==> config.mk <==
export PLATFORM = sky130hd
export DESIGN_NAME = sem_token_bank
export DESIGN_NICKNAME = d
export VERILOG_FILES = /design/src/rtl/sem_pkg.sv /design/src/rtl/sem_port_decode.sv /design/src/rtl/sem_latch.sv /design/src/rtl/sem_read_reg.sv /design/src/rtl/sem_token_bank.sv
export SDC_FILE = /design/constraint.sdc
export NUM_CORES = 1
export LEC_CHECK = 0
export CAP_MARGIN = 20
export CORE_MARGIN = 1
export CORE_UTILIZATION = 48
export DETAILED_ROUTE_END_ITERATION = 16
export PLACE_DENSITY = 0.82
export SYNTH_ARGS = -nofsm -noshare
export SYNTH_HDL_FRONTEND = slang
export SYNTH_HIERARCHICAL = 1
export SYNTH_SLANG_ARGS = --single-unit
==> constraint.sdc <==
create_clock -name clk_i -period 1.6 [get_ports clk_i]
set_input_delay 0.32 -clock clk_i [delete_from_list [all_inputs] [get_ports clk_i]]
set_output_delay 0.32 -clock clk_i [all_outputs]
set_load 0.01 [all_outputs]
==> src/rtl/sem_pkg.sv <==
package sem_pkg;
  // per-latch command from one port on one edge
  typedef struct packed {
    logic req;
    logic rel;
  } sem_wr_t;
endpackage

==> src/rtl/sem_port_decode.sv <==
module sem_port_decode
  import sem_pkg::*;
#(
  parameter int unsigned N_SEM  = 8,
  parameter int unsigned ADDR_W = 15,
  parameter int unsigned DATA_W = 9,
  localparam int unsigned IW    = $clog2(N_SEM)
) (
  input  logic              sel_i,
  input  logic              we_i,
  input  logic [ADDR_W-1:0] addr_i,
  input  logic [DATA_W-1:0] wdata_i,
  output sem_wr_t           wr_o [N_SEM],
  output logic              rd_en_o,
  output logic [IW-1:0]     rd_idx_o
);
  logic [IW-1:0] idx;
  logic          wr_hit;
  logic          unused_bits;

  assign idx         = addr_i[IW-1:0];
  assign wr_hit      = sel_i & we_i;
  assign rd_en_o     = sel_i & ~we_i;
  assign rd_idx_o    = idx;
  assign unused_bits = ^{addr_i[ADDR_W-1:IW], wdata_i[DATA_W-1:1]};

  always_comb begin
    for (int i = 0; i < N_SEM; i++) begin
      wr_o[i].req = wr_hit && (idx == IW'(i)) && !wdata_i[0];
      wr_o[i].rel = wr_hit && (idx == IW'(i)) &&  wdata_i[0];
    end
  end
endmodule

==> src/rtl/sem_latch.sv <==
module sem_latch
  import sem_pkg::*;
(
  input  logic    clk_i,
  input  logic    rst_ni,
  input  sem_wr_t l_i,
  input  sem_wr_t r_i,
  output logic    own_l_o,
  output logic    own_r_o
);
  logic own_l_q, own_r_q, pend_q;
  logic own_l_d, own_r_d, pend_d;

  always_comb begin
    own_l_d = own_l_q;
    own_r_d = own_r_q;
    pend_d  = pend_q;
    if (!own_l_q && !own_r_q) begin
      // free: left has priority, right kept pending on a tie
      if (l_i.req) begin
        own_l_d = 1'b1;
        pend_d  = r_i.req;
      end else if (r_i.req) begin
        own_r_d = 1'b1;
      end
    end else if (own_l_q) begin
      if (l_i.rel) begin
        own_l_d = 1'b0;
        own_r_d = (pend_q && !r_i.rel) || r_i.req;
        pend_d  = 1'b0;
      end else if (r_i.req) begin
        pend_d = 1'b1;
      end else if (r_i.rel) begin
        pend_d = 1'b0;
      end
    end else begin
      if (r_i.rel) begin
        own_r_d = 1'b0;
        own_l_d = (pend_q && !l_i.rel) || l_i.req;
        pend_d  = 1'b0;
      end else if (l_i.req) begin
        pend_d = 1'b1;
      end else if (l_i.rel) begin
        pend_d = 1'b0;
      end
    end
  end

  always_ff @(posedge clk_i or negedge rst_ni) begin
    if (!rst_ni) begin
      own_l_q <= 1'b0;
      own_r_q <= 1'b0;
      pend_q  <= 1'b0;
    end else begin
      own_l_q <= own_l_d;
      own_r_q <= own_r_d;
      pend_q  <= pend_d;
    end
  end

  assign own_l_o = own_l_q;
  assign own_r_o = own_r_q;
endmodule

==> src/rtl/sem_read_reg.sv <==
module sem_read_reg #(
  parameter int unsigned DATA_W = 9
) (
  input  logic              clk_i,
  input  logic              rst_ni,
  input  logic              rd_en_i,
  input  logic              held_i,
  output logic [DATA_W-1:0] rdata_o
);
  always_ff @(posedge clk_i or negedge rst_ni) begin
    if (!rst_ni)      rdata_o <= '1;
    else if (rd_en_i) rdata_o <= held_i ? '0 : '1;
  end
endmodule

==> src/rtl/sem_token_bank.sv <==
module sem_token_bank
  import sem_pkg::*;
#(
  parameter int unsigned N_SEM  = 8,
  parameter int unsigned ADDR_W = 15,
  parameter int unsigned DATA_W = 9
) (
  input  logic              clk_i,
  input  logic              rst_ni,
  input  logic              l_sel_i,
  input  logic              l_we_i,
  input  logic [ADDR_W-1:0] l_addr_i,
  input  logic [DATA_W-1:0] l_wdata_i,
  output logic [DATA_W-1:0] l_rdata_o,
  input  logic              r_sel_i,
  input  logic              r_we_i,
  input  logic [ADDR_W-1:0] r_addr_i,
  input  logic [DATA_W-1:0] r_wdata_i,
  output logic [DATA_W-1:0] r_rdata_o
);
  localparam int unsigned IW = $clog2(N_SEM);

  sem_wr_t       l_wr [N_SEM];
  sem_wr_t       r_wr [N_SEM];
  logic          l_rd_en, r_rd_en;
  logic [IW-1:0] l_rd_idx, r_rd_idx;
  logic [N_SEM-1:0] own_l, own_r;

  sem_port_decode #(.N_SEM(N_SEM), .ADDR_W(ADDR_W), .DATA_W(DATA_W)) i_dec_l (
    .sel_i(l_sel_i), .we_i(l_we_i), .addr_i(l_addr_i), .wdata_i(l_wdata_i),
    .wr_o(l_wr), .rd_en_o(l_rd_en), .rd_idx_o(l_rd_idx)
  );

  sem_port_decode #(.N_SEM(N_SEM), .ADDR_W(ADDR_W), .DATA_W(DATA_W)) i_dec_r (
    .sel_i(r_sel_i), .we_i(r_we_i), .addr_i(r_addr_i), .wdata_i(r_wdata_i),
    .wr_o(r_wr), .rd_en_o(r_rd_en), .rd_idx_o(r_rd_idx)
  );

  for (genvar g = 0; g < N_SEM; g++) begin : g_sem
    sem_latch i_latch (
      .clk_i(clk_i), .rst_ni(rst_ni),
      .l_i(l_wr[g]), .r_i(r_wr[g]),
      .own_l_o(own_l[g]), .own_r_o(own_r[g])
    );
  end

  sem_read_reg #(.DATA_W(DATA_W)) i_rd_l (
    .clk_i(clk_i), .rst_ni(rst_ni), .rd_en_i(l_rd_en),
    .held_i(own_l[l_rd_idx]), .rdata_o(l_rdata_o)
  );

  sem_read_reg #(.DATA_W(DATA_W)) i_rd_r (
    .clk_i(clk_i), .rst_ni(rst_ni), .rd_en_i(r_rd_en),
    .held_i(own_r[r_rd_idx]), .rdata_o(r_rdata_o)
  );
endmodule

# Word level (Yosys, flattened, before mapping)
# Index checks and enable logic that the tools add are counted.
# W data, S select, Z words.
[word_totals]
regBits = 42
elab_cells = 402
output_inout_bits = 18
[classes]
bitwise_logic = 6
mux = 158
magnitude_cmp = 2
eq_ne = 54
reduce_logical = 156
[ops]
columns = ["operator", "count"]
rows = [
  ["$mux W1", 154],
  ["$logic_and A1 B1 Y1", 72],
  ["$ne A5 B2 Y1 const B", 8],
  ["$logic_not A1 Y1", 34],
  ["$ne A2 B1 Y1 const B", 16],
  ["$reduce_and A4 Y1", 8],
  ["$reduce_bool A4 Y1", 8],
  ["$eq A3 B3 Y1 const B", 8],
  ["$ne A3 B2 Y1 const B", 8],
  ["$reduce_and A3 Y1", 8],
  ["$reduce_bool A3 Y1", 8],
  ["$mux W9", 2],
  ["$logic_or A1 B1 Y1", 16],
  ["$ne A2 B2 Y1 const B", 8],
  ["$eq A3 B2 Y1 const B", 4],
  ["$lt A3 B4 Y1 const B", 2],
  ["$bmux W1 S3", 2],
  ["$eq A3 B1 Y1 const B", 2],
  ["$logic_not A3 Y1", 2],
  ["$and A1 B1 Y1", 4],
  ["$not A1 Y1", 2],
]

# Logic depth before layout (Yosys ltp)
# Gate-level depths: netlist of the first run.
[logic_depth]
ltp_word = 9
ltp_mapped = 6

# Hierarchy
# Netlist of the first run, hierarchy kept.
[modules_own_cells]
columns = ["mod", "area_each_um2", "cells_each", "instances"]
rows = [
  ["sem_latch", 220.2, 24, 8],
  ["sem_port_decode", 145.1, 27, 2],
  ["sem_read_reg", 100.1, 11, 2],
  ["sem_token_bank", 127.6, 6, 1],
]

# Worst setup path before layout of the first run
# OpenSTA, ideal clock, no wires.
[synth_timing]
kind = "input to register"
start = "input r_addr_i[2]"
end = "register g_sem[0].i_latch.pend_q"
setup_slack_ns = -0.060
arrival_ns = 1.541
n_path_buf = 0
cell_stages = 6
path_cell_list = "nand4b_1 nor3_1 o21ai_1 a21oi_2 o211ai_2 o21a_1"
[synth_lines]
columns = ["element", "line_no", "rtl"]
rows = [
  ["from (decl)", "sem_token_bank.sv:17", "input logic [ADDR_W-1:0] r_addr_i,"],
  ["to (signal assigned)", "sem_latch.sv:57", "pend_q <= pend_d;"],
  ["to (decl)", "sem_latch.sv:11", "logic own_l_q, own_r_q, pend_q;"],
]

==> summary.txt, run 1 <==
Layout
  • Filler cells: 378
  • Core Util, Final: between 60% and 70%
  • Final std cells w/o fill: 419
  • Commonest cells after routing, fill and taps aside: 72 x sky130_fd_sc_hd__buf_4, 26 x sky130_fd_sc_hd__nor2_1, 26 x sky130_fd_sc_hd__inv_1
  • Ant diodes: 0
  • Nets: around 410
  • Layout cell share with drive strength beyond 1: about a third
  • Leading cell type in the layout, fill and taps excluded: sky130_fd_sc_hd__buf_4
  • Synth-to-layout area growth: 32.1%

STA
  • Measured slew at the worst slew-check pin: around 360 ps
  • Relative slew slack: approximately three quarters
  • Portion of the clock cycle consumed by the worst path in the final layout: 98.4%
  • Fin Setup TNS: 0 ps
  • Post-Route Skew: between 6 and 7 ps
  • Hold Violations, Final: 0
  • Setup repair after global routing missed its margin: yes
  • Fin worst setup slack: around 26 ps
  • Tmin final: 1570 ps
  • Final max-slew violation count: 0
  • Number of setup violations in the final report: 0
  • Highest achievable clock rate: 635 MHz

Critical path
  • Startpoint of the lowest-slack register-to-register path: g_sem[4].i_latch/own_r_o
  • Category of the worst setup path capture point: register
  • Startpoint class of the critical path: primary input
  • Kind of critical path: primary input to register
  • Worst endpoint required time: approximately 1800 ps
  • Critical register-to-register path endpoint: i_rd_r/rdata_o[7]
  • Setup slack of the most critical reg-to-reg path: around 100 ps
  • Maximum net fanout on the critical path: 8
  • Cells on worst reg2reg path: 3
  • Endpoint arrival time on the critical path: between 1500 and 2000 ps

Global route
  • Remaining global-route overflow: 0
  • Antenna violations before repair: 0
  • Global router's overall resource usage: about a quarter
  • Via count of the first global-routing pass: between 2k and 2.5k
  • Maximum number of pins on one net before global-route repair: 27
  • Global-route wire length before repair: 10.1 mm

Route
  • Number of optimization iterations in the first detailed-route pass: 4
  • Wire length per cell after detailed routing: between 10 and 15 um
  • Via density per instance: 5.66
  • Remaining antenna violation count after routing: 0
  • Via count: 2371
  • Total wire length: around 6.2 mm
  • Starting DRT DRC Count: 107
  • DRC violation count after routing: 0

Synth
  • Top_reg_cell synth: sky130_fd_sc_hd__dfrtp_1
  • Post-synthesis cell area: roughly 2400 sq um
  • Warnings, synthesis: 6
  • Area contributors post-synth: sky130_fd_sc_hd__dfrtp_1 25%, sky130_fd_sc_hd__buf_4 9.5%, sky130_fd_sc_hd__nor2_1 5.0%, sky130_fd_sc_hd__nor4b_2 5.0%, sky130_fd_sc_hd__mux4_1 4.4%
  • Seq/Total Area, Yosys: between 20 and 30%
  • Mean instance size in the synthesized netlist: 8.69 sq um
  • Number of enable flip-flop cells after synthesis: 0
  • Post-synth top area share: 25.2%
  • Cells after synthesis: ~270
  • Synthesized Nets: around 330
  • Synth unique cells: 27
  • Seq cells post-synth: 26
  • Async set-or-reset flop fraction in the synthesized netlist: between 90% and 100%
  • Cell type with the largest total area after synthesis: sky130_fd_sc_hd__dfrtp_1

Clock tree
  • Clock tree from TritonCTS: yes
  • Number of clock sinks seen by CTS: 26
  • TritonCTS buffer count: 3
  • Deepest level of the CTS H-tree: 1
  • Source-to-sink clock delay at the later pin of the worst-skew pair: roughly 280 ps
  • Maximum clock path buffer count: 2
  • Clock input transition at the sequential cells of the worst setup and hold paths: approximately 100 ps
  • Clock tree root driver cell: sky130_fd_sc_hd__clkbuf_8
  • Post-CTS Hold Fix Bufs: 0

Die
  • Die ar.: about 5200 sq um
  • IO Pins: between 70 and 80
  • Placeable Area: 4750 sq um
  • Starting density of the core: between 50% and 60%
  • Die Y-Extent: between 70 and 80 um
  • Standard-cell rows: 25
  • Width of the chip: 72.4 um

Place
  • HPWL after detailed placement: 4.69 mm
  • Post-Place Cells: 410
  • Minimum setup slack after placement: -501 ps
  • Count of buffers from port buffering: 31
  • Weighted congestion reported at the end of routability-driven placement: just over 0.8

Power and ir drop
  • Worst ir drop on vdd: 0.000441 V
  • Total leakage power: approximately 1.4 nW
  • Pwr Density: ~1100 nW/um^2
  • PnR Total Power: about 3.6 mW

Outcome
  • Outcome: complete, no violations

Min path
  • Worst min path class: primary input to async pin

Job
  • Max capacitance violation total: 0
[power breakdown]
group | switching (mW) | internal (mW) | leakage (nW) | total (mW)
Sequential | 0.288 | 0.953 | 0.312 | 1.24
Clock | 0.223 | 0.221 | 0.0288 | 0.444
Combinational | 0.898 | 0.988 | 1.03 | 1.89
Total | 1.41 | 2.16 | 1.37 | 3.57
[worst max path at each step]
stage	slack, ps	startpoint	cells past startpoint	end
2_1_floorplan	10	r_wdata_i[0]	6	g_sem[4].i_latch/pend_q
3_3_place_gp	-510	r_sel_i	8	g_sem[4].i_latch/pend_q
3_5_place_dp	-500	r_addr_i[0]	7	g_sem[6].i_latch/pend_q
4_1_cts	40	l_addr_i[2]	8	g_sem[1].i_latch/pend_q
5_1_grt	-40	l_addr_i[0]	7	g_sem[2].i_latch/pend_q
6_report	30	l_addr_i[0]	7	g_sem[2].i_latch/pend_q
[final cells by class]
type / instances / area [sq um] / area share (%)
sequential: 26 / 653 / 20.8
inverter: 26 / 97.6 / 3.10
multi-input combinational: 192 / 1430 / 45.6
clock buffer: 4 / 55.1 / 1.75
timing repair buffer: 104 / 821 / 26.1
tap: 67 / 83.8 / 2.67
[cell families (layout without fill, tap and decap cells)]
family	after synthesis	in the layout	share of synthesized area [%]
muxes	16	16	9.57
DFF	26	26	27.4
buffers and inverters	56	134	13.6
and+or+nand+nor	88	88	21.7
AOI/OAI and AO/OA	88	88	27.8
[through the flow]
stage          cell area, sq um  hold WS, ps
2_1_floorplan              2380         24.4
3_3_place_gp               3080          506
3_5_place_dp               3080          516
4_1_cts                    3100          386
5_1_grt                    3140          409
6_report                   3140          386
[repair_timing]
action | in CTS | in global routing
pin swaps | 5 | 7
setup endpoints to repair | 37 | 13
setup buffers | 1 | 4
gates resized for setup | 30 | 18
[state kept, by name, summed over array words and instances, names as in the netlist]
name / count
g_sem.i_latch/own_l_o: 8
g_sem.i_latch/own_r_o: 8
g_sem.i_latch/pend_q: 8
i_rd_l/rdata_o: 1
i_rd_r/rdata_o: 1
[per-layer routing]
metal	up-vias	GRT usage [%]	part of all wire [%]
met2	62	42.6	50
met3	19	3.33	3.2
met5	-	0	0
met1	1146	29.5	43
li1	1144	-	-
met4	0	13.5	3.1
[synth_stat cells (8+ instances only)]
cell type	n
sky130_fd_sc_hd__a21o_1	8
sky130_fd_sc_hd__a21oi_2	8
sky130_fd_sc_hd__a2bb2oi_1	8
sky130_fd_sc_hd__a31oi_1	8
sky130_fd_sc_hd__a32oi_1	8
sky130_fd_sc_hd__buf_4	30
sky130_fd_sc_hd__dfrtp_1	24
sky130_fd_sc_hd__inv_1	26
sky130_fd_sc_hd__mux2i_1	10
sky130_fd_sc_hd__nand2_1	18
sky130_fd_sc_hd__nand3b_1	8
sky130_fd_sc_hd__nor2_1	32
sky130_fd_sc_hd__nor3_1	8
sky130_fd_sc_hd__nor4b_2	8
sky130_fd_sc_hd__o211ai_1	8
sky130_fd_sc_hd__o211ai_2	8
sky130_fd_sc_hd__o21a_1	8
sky130_fd_sc_hd__o21ai_0	8
sky130_fd_sc_hd__o21ai_1	16
[worst max-delay path, cell delays in order]
cell and delay (ps):
sky130_fd_sc_hd__dlygate4sd2_1 390, sky130_fd_sc_hd__nand2b_1 270, sky130_fd_sc_hd__nor2_1 90, sky130_fd_sc_hd__buf_4 160, sky130_fd_sc_hd__nor4b_2 280, sky130_fd_sc_hd__a21oi_2 70
sky130_fd_sc_hd__o21a_1 170
Power figures use the tool's default switching activity.
==> inputs of run 2 (changes only) <==
--- a/config.mk
+++ b/config.mk
@@ -9,6 +9,7 @@
 export CORE_MARGIN = 1
 export CORE_UTILIZATION = 48
 export DETAILED_ROUTE_END_ITERATION = 16
+export HOLD_SLACK_MARGIN = 0.15
 export PLACE_DENSITY = 0.82
 export SYNTH_ARGS = -nofsm -noshare
 export SYNTH_HDL_FRONTEND = slang
==> results of run 2 <==
Same layout as run 1: the final DEF is identical, and so are final timing and power.
